$ cat src/rtl/crx_pkg.sv
package crx_pkg;
  localparam int unsigned CODE_W = 4;
  localparam logic [CODE_W-1:0] CODE_GND = 4'b1000;
  localparam logic [CODE_W-1:0] CODE_EN  = 4'b1001;
  localparam logic [CODE_W-1:0] CODE_DIS = 4'b1010;

  typedef enum logic [1:0] {ACT_ROUTE, ACT_ENABLE, ACT_DISABLE, ACT_NONE} act_e;

  function automatic act_e decode_code(input logic [CODE_W-1:0] c);
    if (c <= CODE_GND)      return ACT_ROUTE;
    else if (c == CODE_EN)  return ACT_ENABLE;
    else if (c == CODE_DIS) return ACT_DISABLE;
    else                    return ACT_NONE;
  endfunction
endpackage

$ cat src/rtl/crx_strobe_edge.sv
module crx_strobe_edge (
  input  logic clk_i,
  input  logic rst_ni,
  input  logic wr_i,
  input  logic latch_i,
  output logic wr_rise_o,
  output logic latch_rise_o
);
  logic wr_q, latch_q;

  // reset high so a strobe held high through reset is not an edge
  always_ff @(posedge clk_i or negedge rst_ni) begin
    if (!rst_ni) begin
      wr_q    <= 1'b1;
      latch_q <= 1'b1;
    end else begin
      wr_q    <= wr_i;
      latch_q <= latch_i;
    end
  end

  assign wr_rise_o    = wr_i & ~wr_q;
  assign latch_rise_o = latch_i & ~latch_q;
endmodule

$ cat src/rtl/crx_master_shift.sv
module crx_master_shift #(
  parameter int unsigned WORD_W = 32
) (
  input  logic              clk_i,
  input  logic              rst_ni,
  input  logic              shift_i,
  input  logic              sdata_i,
  input  logic              clr_cnt_i,
  output logic [WORD_W-1:0] master_o,
  output logic              full_o
);
  localparam int unsigned CNT_W = $clog2(WORD_W + 1);
  localparam logic [CNT_W-1:0] CNT_MAX = CNT_W'(WORD_W);

  logic [WORD_W-1:0] master_q;
  logic [CNT_W-1:0]  cnt_q;

  always_ff @(posedge clk_i or negedge rst_ni) begin
    if (!rst_ni) master_q <= '0;
    else if (shift_i) master_q <= {master_q[WORD_W-2:0], sdata_i};
  end

  always_ff @(posedge clk_i or negedge rst_ni) begin
    if (!rst_ni) cnt_q <= '0;
    else if (clr_cnt_i) cnt_q <= shift_i ? CNT_W'(1) : '0;
    else if (shift_i && cnt_q != CNT_MAX) cnt_q <= cnt_q + 1'b1;
  end

  assign master_o = master_q;
  assign full_o   = (cnt_q == CNT_MAX);
endmodule

$ cat src/rtl/crx_slave_cell.sv
module crx_slave_cell
  import crx_pkg::*;
(
  input  logic              clk_i,
  input  logic              rst_ni,
  input  logic              xfer_i,
  input  logic [CODE_W-1:0] code_i,
  output logic [CODE_W-1:0] route_o,
  output logic              en_o
);
  act_e act;
  assign act = decode_code(code_i);

  always_ff @(posedge clk_i or negedge rst_ni) begin
    if (!rst_ni) begin
      route_o <= '0;
      en_o    <= 1'b0;
    end else if (xfer_i) begin
      case (act)
        ACT_ROUTE:   route_o <= code_i;
        ACT_ENABLE: begin
          en_o    <= 1'b1;
          route_o <= CODE_GND;  // enabling always grounds the output
        end
        ACT_DISABLE: en_o <= 1'b0;
        default: ;
      endcase
    end
  end
endmodule

$ cat src/rtl/crx_serial_loader.sv
module crx_serial_loader
  import crx_pkg::*;
#(
  parameter int unsigned N_OUT = 8
) (
  input  logic                    clk_i,
  input  logic                    rst_ni,
  input  logic                    sdata_i,
  input  logic                    wr_i,
  input  logic                    ce_i,
  input  logic                    ce_ni,
  input  logic                    latch_i,
  input  logic                    edge_mode_i,
  output logic [N_OUT*CODE_W-1:0] route_o,
  output logic [N_OUT-1:0]        en_o,
  output logic                    load_full_o
);
  localparam int unsigned WORD_W = N_OUT * CODE_W;

  logic              wr_rise, latch_rise, shift, xfer;
  logic [WORD_W-1:0] master;

  crx_strobe_edge u_edge (
    .clk_i       (clk_i),
    .rst_ni      (rst_ni),
    .wr_i        (wr_i),
    .latch_i     (latch_i),
    .wr_rise_o   (wr_rise),
    .latch_rise_o(latch_rise)
  );

  assign shift = wr_rise & ce_i & ~ce_ni;
  assign xfer  = edge_mode_i ? latch_rise : ~latch_i;

  crx_master_shift #(.WORD_W(WORD_W)) u_master (
    .clk_i    (clk_i),
    .rst_ni   (rst_ni),
    .shift_i  (shift),
    .sdata_i  (sdata_i),
    .clr_cnt_i(latch_rise),
    .master_o (master),
    .full_o   (load_full_o)
  );

  // first bit in lands at the MSB, so output 0 owns the top field
  for (genvar k = 0; k < N_OUT; k++) begin : g_out
    crx_slave_cell u_cell (
      .clk_i  (clk_i),
      .rst_ni (rst_ni),
      .xfer_i (xfer),
      .code_i (master[WORD_W-1-k*CODE_W -: CODE_W]),
      .route_o(route_o[k*CODE_W +: CODE_W]),
      .en_o   (en_o[k])
    );
  end
endmodule

$ cat config.mk
export PLATFORM = sky130hd
export DESIGN_NAME = crx_serial_loader
export DESIGN_NICKNAME = d
export VERILOG_FILES = /design/src/rtl/crx_pkg.sv /design/src/rtl/crx_strobe_edge.sv /design/src/rtl/crx_master_shift.sv /design/src/rtl/crx_slave_cell.sv /design/src/rtl/crx_serial_loader.sv
export SDC_FILE = /design/constraint.sdc
export NUM_CORES = 1
export LEC_CHECK = 0
export ABC_CLOCK_PERIOD_IN_PS = 2600
export BUFFER_PORTS_ARGS = -buffer_cell sky130_fd_sc_hd__buf_4
export CORE_UTILIZATION = 25
export CTS_CLUSTER_SIZE = 30
export DETAILED_ROUTE_END_ITERATION = 8
export PLACE_DENSITY_LB_ADDON = 0.05
export SYNTH_ARGS = -nofsm -noshare
export SYNTH_HDL_FRONTEND = slang
export SYNTH_SLANG_ARGS = --single-unit
$ cat constraint.sdc
create_clock -name clk_i -period 2.6 [get_ports clk_i]
set_input_delay 0.26 -clock clk_i [delete_from_list [all_inputs] [get_ports clk_i]]
set_output_delay 0.26 -clock clk_i [all_outputs]
set_load 0.01 [all_outputs]
==> flow_metrics.env, run 1 <==
export IMPL_worst_slack_ns=0.716
export IMPL_io_buffers=48
export IMPL_max_freq_ghz=0.531
export IMPL_r2r_slack_ns=0.72
export IMPL_synthArstFlopShare=1.00
export IMPL_cts_root_buf="clkbuf_16"
export IMPL_max_cap_viol_count=0
export IMPL_cp_required_ns=2.82
export IMPL_hold_buffers=1
export IMPL_core_sq_um=14800
export IMPL_grt_overflow_total=0
export IMPL_synth_area_top_cells="dfrtp_1, nand2_1, ha_1"
export IMPL_grt_max_degree=81
export IMPL_post_route_min_period_ns=1.88
export IMPL_cp_start_kind="flop"
export IMPL_synth_top_cell_area_share=0.510
export IMPL_fin_cells=606
export IMPL_mappedNetlistNets=401
export IMPL_slew_violations=0
export IMPL_synth_most_common_cell="nand2_1"
export IMPL_viasPerCell=4.48
export IMPL_route_detailed_drc=0
export IMPL_drive_gt1_frac=0.216
export IMPL_num_io_pins=49
export IMPL_drt_wl_total_microns=8870
export IMPL_synth_avg_cell_area_sq_um=10.2
export IMPL_vias=2716
export IMPL_ys_types=42
export IMPL_clk_latency_ns=0.33
export IMPL_drtIter0Drc=176
export IMPL_worstPathArrival_ns=2.10
export IMPL_synth_top_cells_by_count="nand2_1, dfrtp_1, inv_1"
export IMPL_rows=44
export IMPL_initial_core_util=0.260
export IMPL_ys_ff_latch=80
export IMPL_cts_setup_buffers=0
export IMPL_finalHoldViolCount=0
export IMPL_ant_nets=0
export IMPL_wire_per_inst_microns=14.6
export IMPL_dpl_hpwl_microns=5700
export IMPL_synthFlopType="dfrtp_1"
export IMPL_place_area_sq_um=4350
export IMPL_grt_total_usage=0.124
export IMPL_p_leak_nw=2.51
export IMPL_tightest_slew_ns=0.923
export IMPL_power_density_nw_per_um2=600
export IMPL_synthCells=375
export IMPL_die_w_microns=126
export IMPL_post_route_period_util=0.725
export IMPL_setup_violations=0
export IMPL_place_ws_ns=0.711
export IMPL_outcome="finished, final reports clean"
export IMPL_peakVddDrop_uv=291
export IMPL_antenna_found_initial=0
export IMPL_grt_pass1_vias=2776
export IMPL_synth_area_leader_cell="dfrtp_1"
export IMPL_synth_area_sq_um=3830
export IMPL_n_antenna_cell=0
export IMPL_path_max_fanout=17
export IMPL_yosysSeqAreaShare=0.523
export IMPL_fin_tns_setup_ns=0
export IMPL_endpoint_kind="flop"
export IMPL_dieArea_sq_um=15800
export IMPL_path_class="reg2reg"
export IMPL_slew_headroom=0.384
export IMPL_cts_repair_resized=0
export IMPL_cts_sinks=80
export IMPL_cts_tree="built"
export IMPL_cts_buffer_depth=2
export IMPL_ys_warn_count=0
export IMPL_cts_htree_levels=3
export IMPL_post_place_cells=591
export IMPL_grt_first_pass_wirelength_microns=15000
export IMPL_fin_nets=445
export IMPL_rsz0062_at_grt="false"
export IMPL_final_cell_area_sq_um=4620
export IMPL_cts_buffers=9
export IMPL_finClkSkew_ns=0.00526
export IMPL_place_congestion=0.712
export IMPL_drtPass1Iterations=4
export IMPL_hold_path_class="in2reg"
export IMPL_die_y_microns=126
export IMPL_synth_enable_flop_cells=0
export IMPL_clk_pin_slew_ns=0.06
export IMPL_area_growth_pct=20.5
## stage by stage
stage | power, mW | util | hold WS [ns]
2_1_floorplan | 1.52 | - | -0.0356
3_3_place_gp | 1.67 | 0.295 | 0.339
3_5_place_dp | 1.67 | 0.295 | 0.340
4_1_cts | 2.84 | 0.313 | 0.0402
5_1_grt | 2.94 | 0.313 | 0.0363
6_report | 2.77 | 0.313 | 0.0599
## layout make-up
class	instances	area, sq um
Clock buffer	13	250
Clock inverter	1	5.00
Fill cell	1564	10100
Inverter	33	124
Multi-Input combinational cell	242	1590
Sequential cell	80	2000
Tap cell	184	230
Timing Repair Buffer	53	413
## flip-flops by register name, summed over array words and instances (netlist names)
name                  count
g_out.u_cell.route_o     32
u_master.master_o        32
g_out.u_cell.en_o         8
u_master.cnt_q            6
u_edge.latch_q            1
u_edge.wr_q               1
## routing by layer
metal  vias up  track usage  wire length (microns)
met5         -            0                      0
met4         0       0.0383                    106
met3         9       0.0442                    411
met2        48        0.187                   3880
met1      1314        0.166                   4480
li1       1345            -                      -
## final timing paths
| path | start | to | depth (start not counted) |
|---|---|---|---|
| max in group asynchronous | rst_ni | u_edge.latch_q | 3 |
| worst min register to register | g_out[0].u_cell.route_o[1] | g_out[0].u_cell.route_o[1] | 1 |
| worst min-delay path | wr_i | u_edge.wr_q | 1 |
| worst max register to register | u_edge.latch_q | g_out[4].u_cell.route_o[2] | 3 |
| min in group asynchronous | rst_ni | g_out[6].u_cell.route_o[3] | 3 |
| worst max-delay path | u_edge.latch_q | g_out[4].u_cell.route_o[2] | 3 |
## critical path: stages (launching register included)
cell and delay (ns):
dfstp_2 0.36, nand3b_2 0.60, a21oi_2 0.43, mux2_2 0.37
## cells by family (layout without fill, tap and decap cells)
logic type                 Yosys count  after routing  synth area share
AOI/OAI and AO/OA                   72             72             0.139
adders and majority gates           18             18            0.0588
buffers and inverters               53            100            0.0653
DFF                                 80             80             0.523
muxes                               22             22            0.0617
and+or+nand+nor                    130            130             0.152
## cells in the final DEF, fill, tap and decap left out, drive strengths merged, types with 2 or more instances in the layout
master | Yosys | layout
o211a | 5 | 5
a32o | 2 | 2
a221o | 5 | 5
dfrtp | 78 | 78
inv | 33 | 33
o41ai | 2 | 2
nor2 | 4 | 4
dfstp | 2 | 2
o21ai | 22 | 22
nand2 | 100 | 100
a21oi | 17 | 17
a22o | 4 | 4
nand2b | 2 | 2
mux2 | 13 | 13
mux2i | 9 | 9
a211oi | 5 | 5
buf | 15 | 52
clkbuf | 5 | 13
nor2b | 13 | 13
nand3 | 2 | 2
ha | 18 | 18
o32a | 2 | 2
## report_power, final
part / leakage, nW / internal (mW) / switching, mW
clock: 0.126 / 0.661 / 0.469
sequential: 1.05 / 1.31 / 0.0585
combinational: 1.34 / 0.126 / 0.149
total: 2.51 / 2.10 / 0.676
Note: power is estimated with default switching activity, not from simulation.
==> inputs of run 2 (changes only) <==
--- a/config.mk
+++ b/config.mk
@@ -5,7 +5,7 @@
 export SDC_FILE = /design/constraint.sdc
 export NUM_CORES = 1
 export LEC_CHECK = 0
-export ABC_CLOCK_PERIOD_IN_PS = 2600
+export ABC_CLOCK_PERIOD_IN_PS = 1650
 export BUFFER_PORTS_ARGS = -buffer_cell sky130_fd_sc_hd__buf_4
 export CORE_UTILIZATION = 25
 export CTS_CLUSTER_SIZE = 30
==> constraint.sdc (replaced) <==
create_clock -name clk_i -period 1.65 [get_ports clk_i]
set_input_delay 0.165 -clock clk_i [delete_from_list [all_inputs] [get_ports clk_i]]
set_output_delay 0.165 -clock clk_i [all_outputs]
set_load 0.01 [all_outputs]
==> run 2 against run 1 <==
Against the previous run:
- via count up 1.8%
- combinational power rose by 81%
- sequential power rose by 57%
- maximum frequency increased by 15%
- critical path depth grew 1
- global-route usage grew 0.55 points
- largest cell class unchanged
- total power grew 83%
- clock power is 120% higher
- hold slack worse by 0.027 ns
- count of clock-buffer cells in the layout shrank 4
- flip-flop and latch count is the same
- register-to-register slack lost 0.70 ns
==> flow_metrics.env, run 2 (same netlist as run 1, synthesis figures left out) <==
export IMPL_route_detailed_drc=0
export IMPL_path_max_fanout=5
export IMPL_slew_headroom=0.648
export IMPL_rows=44
export IMPL_fin_tns_setup_ns=0
export IMPL_slew_violations=0
export IMPL_io_buffers=48
export IMPL_drive_gt1_frac=0.268
export IMPL_grt_pass1_vias=3025
export IMPL_timing_rr_start="u_edge.latch_q"
export IMPL_vias=2766
export IMPL_tightest_slew_ns=0.528
export IMPL_grt_total_usage=0.129
export IMPL_cts_tree="built"
export IMPL_cts_sinks=80
export IMPL_max_stage_delay_ns=0.53
export IMPL_post_route_min_period_ns=1.63
export IMPL_cts_setup_buffers=0
export IMPL_num_io_pins=49
export IMPL_mostFrequentLayoutCells="nand2_1, dfrtp_1, buf_4, inv_1, ha_1"
export IMPL_worst_path_max_delay_cell="dfstp_2"
export IMPL_max_freq_ghz=0.613
export IMPL_p_leak_nw=2.69
export IMPL_peakVddDrop_uv=615
export IMPL_dpl_hpwl_microns=6240
export IMPL_total_power_mw=5.08
export IMPL_antenna_found_initial=0
export IMPL_cts_root_buf="clkbuf_16"
export IMPL_critical_path_cell_chain="and3b_1 > buf_4 > o21ai_0 > mux2_2"
export IMPL_clk_latency_ns=0.34
export IMPL_final_common_cell="nand2_1"
export IMPL_cp_start_kind="flop"
export IMPL_grt_first_pass_wirelength_microns=15700
export IMPL_die_y_microns=126
export IMPL_initial_core_util=0.260
export IMPL_hold_start="sdata_i"
export IMPL_outcome="finished, final reports clean"
export IMPL_finalHoldViolCount=0
export IMPL_grt_max_degree=37
export IMPL_clk_pin_slew_ns=0.06
export IMPL_drtPass1Iterations=4
export IMPL_cp_required_ns=1.88
export IMPL_fin_nets=470
export IMPL_cts_buffer_depth=2
export IMPL_die_w_microns=126
export IMPL_setup_violations=0
export IMPL_cts_buffers=9
export IMPL_path_class="reg2reg"
export IMPL_post_route_period_util=0.989
export IMPL_drt_wl_total_microns=9130
export IMPL_hold_path_class="in2reg"
export IMPL_grt_overflow_total=0
export IMPL_core_sq_um=14800
export IMPL_dieArea_sq_um=15800
export IMPL_rsz0062_at_grt="true"
export IMPL_place_congestion=0.708
export IMPL_power_density_nw_per_um2=1030
export IMPL_endpoint_kind="flop"
export IMPL_fin_util=0.335
export IMPL_max_cap_viol_count=0
export IMPL_cts_htree_levels=3
export IMPL_n_antenna_cell=0
export IMPL_wire_per_inst_microns=14.4
export IMPL_viasPerCell=4.38
export IMPL_drtIter0Drc=141
export IMPL_fin_hold_ws_ns=0.0329
export IMPL_worstPathArrival_ns=1.86
export IMPL_ant_nets=0
export IMPL_crit_path_start="u_edge.latch_q"
export IMPL_finClkSkew_ns=0.00721
export IMPL_area_growth_pct=29.1
-- run 2: cell types whose count changed in the layout (fill, tap and decap cells not counted), moves of 2 or more --
cell           change
bufinv_16          +4
buf_12             +2
o21ai_0            -9
dlygate4sd3_1      +2
o21ai_1            +9
clkbuf_1           -3
buf_4             +21
-- run 2: path summary, 6_finish.rpt --
path / slack, ns / depth (start not counted) / endpoint
worst max-delay path: 0.02 / 4 / g_out[0].u_cell.route_o[0]
min in group asynchronous: 0.33 / 2 / u_master.master_o[7]
worst min-delay path: 0.03 / 3 / u_master.master_o[0]
worst min register to register: 0.49 / 1 / g_out[0].u_cell.route_o[2]
worst max register to register: 0.02 / 4 / g_out[0].u_cell.route_o[0]
max in group asynchronous: 0.67 / 3 / u_edge.latch_q
-- run 2: layout make-up --
cell class	count	area (sq um)
Multi-Input combinational cell	242	1600
Fill cell	1545	9810
Timing Repair Buffer	78	631
Clock buffer	9	225
Sequential cell	80	2000
Tap cell	184	230
Inverter	33	124
Clock inverter	6	133
-- run 2: power breakdown --
| group | switching [mW] | internal, mW |
|---|---|---|
| Clock | 0.818 | 1.62 |
| Combinational | 0.253 | 0.243 |
| Sequential | 0.0852 | 2.06 |
| Total | 1.16 | 3.92 |
-- run 2: per-stage QoR --
step	worst slack, ns	cell area, sq um	cells
after floorplan	0.124	3830	375
after global placement	0.0135	4550	614
after detailed placement	-0.0403	4550	614
after CTS	0.0121	4940	632
after global routing	-0.0712	4940	632
final	0.0187	4940	632
-- run 2: routing by layer --
| metal | share of wire | global-route usage |
|---|---|---|
| met3 | 0.036 | 0.0450 |
| met4 | 0.0094 | 0.0383 |
| met2 | 0.45 | 0.203 |
| met5 | 0 | 0 |
| met1 | 0.50 | 0.168 |
-- run 2: worst max-delay path: cells and delay by family (launching register included) --
family          cells  cell delay [ns]
flops               1             0.53
mux                 1             0.37
compound gates      1             0.26
simple gates        1             0.19
buf+inv             1             0.17
-- run 2: what timing repair did --
item	4_1_cts	5_1_grt
hold buffers	3	0
hold endpoints to repair	33	0
resized for setup	1	10
endpoints found under the setup margin	7	15
==> inputs of run 3 (changes only) <==
--- a/config.mk
+++ b/config.mk
@@ -7,7 +7,7 @@
 export LEC_CHECK = 0
 export ABC_CLOCK_PERIOD_IN_PS = 1650
 export BUFFER_PORTS_ARGS = -buffer_cell sky130_fd_sc_hd__buf_4
-export CORE_UTILIZATION = 25
+export CORE_UTILIZATION = 52
 export CTS_CLUSTER_SIZE = 30
 export DETAILED_ROUTE_END_ITERATION = 8
 export PLACE_DENSITY_LB_ADDON = 0.05
==> run 3 against run 2 <==
Against the previous run:
- clock skew increased by 0.0016 ns
- design area shrank 7.1%
- critical path depth fell by 1
- sequential share of layout area grew 3.1 points
- largest cell class unchanged
- largest power group is now registers
==> flow_metrics.env, run 3 (same netlist as run 1, synthesis figures left out) <==
export IMPL_drive_gt1_frac=0.249
export IMPL_place_congestion=0.778
export IMPL_drt_wl_total_microns=7430
export IMPL_r2r_slack_ns=0.06
export IMPL_slew_violations=0
export IMPL_r2r_worst_path_cells=3
export IMPL_core_sq_um=6940
export IMPL_die_w_microns=87.8
export IMPL_finClkSkew_ns=0.00884
export IMPL_initial_core_util=0.552
export IMPL_timing_rr_start="u_edge.latch_q"
export IMPL_rsz0062_at_grt="false"
export IMPL_mostFrequentLayoutCells="nand2_1, dfrtp_1, buf_4, inv_1, ha_1"
export IMPL_cp_start_kind="flop"
export IMPL_dieArea_sq_um=7710
export IMPL_cts_sinks=80
export IMPL_worstPathArrival_ns=1.83
export IMPL_grt_pass1_vias=2769
export IMPL_max_cap_viol_count=0
export IMPL_route_detailed_drc=0
export IMPL_wire_per_inst_microns=13.9
export IMPL_post_route_period_util=0.964
export IMPL_cts_root_buf="clkbuf_8"
export IMPL_cts_htree_levels=3
export IMPL_final_common_cell="nand2_1"
export IMPL_dpl_hpwl_microns=5230
export IMPL_clk_pin_slew_ns=0.08
export IMPL_endpoint_kind="flop"
export IMPL_post_place_cells=516
export IMPL_path_max_fanout=6
export IMPL_path_class="reg2reg"
export IMPL_final_cell_area_sq_um=4600
export IMPL_hold_path_class="in2reg"
export IMPL_rows=30
export IMPL_multiInputGateArea_sq_um=1600
export IMPL_fill_cells=568
export IMPL_area_growth_pct=20.0
export IMPL_crit_path_start="u_edge.latch_q"
export IMPL_cp_required_ns=1.89
export IMPL_antenna_found_initial=0
export IMPL_place_ws_ns=-0.000303
export IMPL_post_route_min_period_ns=1.59
export IMPL_cts_setup_buffers=0
export IMPL_grt_total_usage=0.221
export IMPL_vias=2763
export IMPL_n_antenna_cell=0
export IMPL_hold_start="sdata_i"
export IMPL_die_y_microns=87.8
export IMPL_setup_violations=0
export IMPL_power_density_nw_per_um2=884
export IMPL_num_io_pins=49
export IMPL_cts_buffers=9
export IMPL_peakVddDrop_uv=475
export IMPL_clk_latency_ns=0.35
export IMPL_seqCellArea_sq_um=2000
export IMPL_ant_nets=0
export IMPL_grt_max_degree=38
export IMPL_outcome="finished, final reports clean"
export IMPL_slew_headroom=0.649
export IMPL_drtIter0Drc=104
export IMPL_tightest_slew_ns=0.524
export IMPL_grt_overflow_total=0
export IMPL_grt_first_pass_wirelength_microns=13000
export IMPL_cts_tree="built"
export IMPL_p_leak_nw=2.56
export IMPL_fin_cells=533
export IMPL_io_buffers=48
export IMPL_viasPerCell=5.18
export IMPL_place_area_sq_um=4360
export IMPL_drtPass1Iterations=5
export IMPL_whs_path_depth=3
export IMPL_max_freq_ghz=0.629
export IMPL_finalHoldViolCount=0
export IMPL_cts_buffer_depth=2
export IMPL_worst_slack_ns=0.0601
export IMPL_fin_nets=460
-- run 3: cell count changes in the layout (fill, tap and decap cells not counted) --
cell and change:
o21ai_0 +1, clkbuf_8 +11, bufinv_16 -3, o21ai_1 -1, buf_4 -10, clkbuf_16 -9
-- run 3: per-stage QoR --
stage / power [mW] / setup TNS [ns] / util / hold WS (ns)
final: 4.06 / 0 / 0.662 / 0.0206
after global routing: 4.24 / 0 / 0.662 / 0.0272
after CTS: 4.10 / 0 / 0.661 / 0.0181
after detailed placement: 2.65 / -0.000303 / 0.628 / 0.171
after global placement: 2.64 / 0 / 0.628 / 0.169
after floorplan: 2.39 / 0 / - / -0.131
-- run 3: report_power, final --
| group | total [mW] | internal [mW] | leakage, nW | switching (mW) |
|---|---|---|---|---|
| Combinational | 0.471 | 0.233 | 1.42 | 0.238 |
| Sequential | 2.14 | 2.06 | 1.05 | 0.0784 |
| Clock | 1.46 | 0.763 | 0.0973 | 0.695 |
| Total | 4.06 | 3.05 | 2.56 | 1.01 |
-- run 3: critical path, stage by stage, from the launching register on --
cell,delay [ns]
dfstp_2,0.54
and3b_1,0.26
o21ai_0,0.32
mux2_2,0.37
-- run 3: worst paths after layout --
check                                                  end
min in group asynchronous       g_out[6].u_cell.route_o[2]
max in group asynchronous            u_master.master_o[27]
worst min register to register       u_master.master_o[29]
worst max register to register  g_out[1].u_cell.route_o[0]
worst max-delay path            g_out[1].u_cell.route_o[0]
worst min-delay path                  u_master.master_o[0]
-- run 3: cell type report --
cell class | count | area share
clock buffer | 11 | 0.0329
clock inverter | 3 | 0.00926
inverter | 33 | 0.0270
multi-input combinational | 242 | 0.348
sequential | 80 | 0.436
tap | 96 | 0.0261
timing repair buffer | 68 | 0.121
-- run 3: repair_timing --
action / CTS / global route
hold buffers: 3 / 0
endpoints found under the hold margin: 35 / 0
gates resized for setup: 1 / 9
endpoints found under the setup margin: 1 / 12
-- run 3: per-layer routing --
layer | up-vias | GRT usage | part of all wire
met4 | 0 | 0.0805 | 0.013
met5 | - | 0 | 0
li1 | 1377 | - | -
met3 | 9 | 0.0547 | 0.038
met2 | 50 | 0.357 | 0.47
met1 | 1327 | 0.290 | 0.48
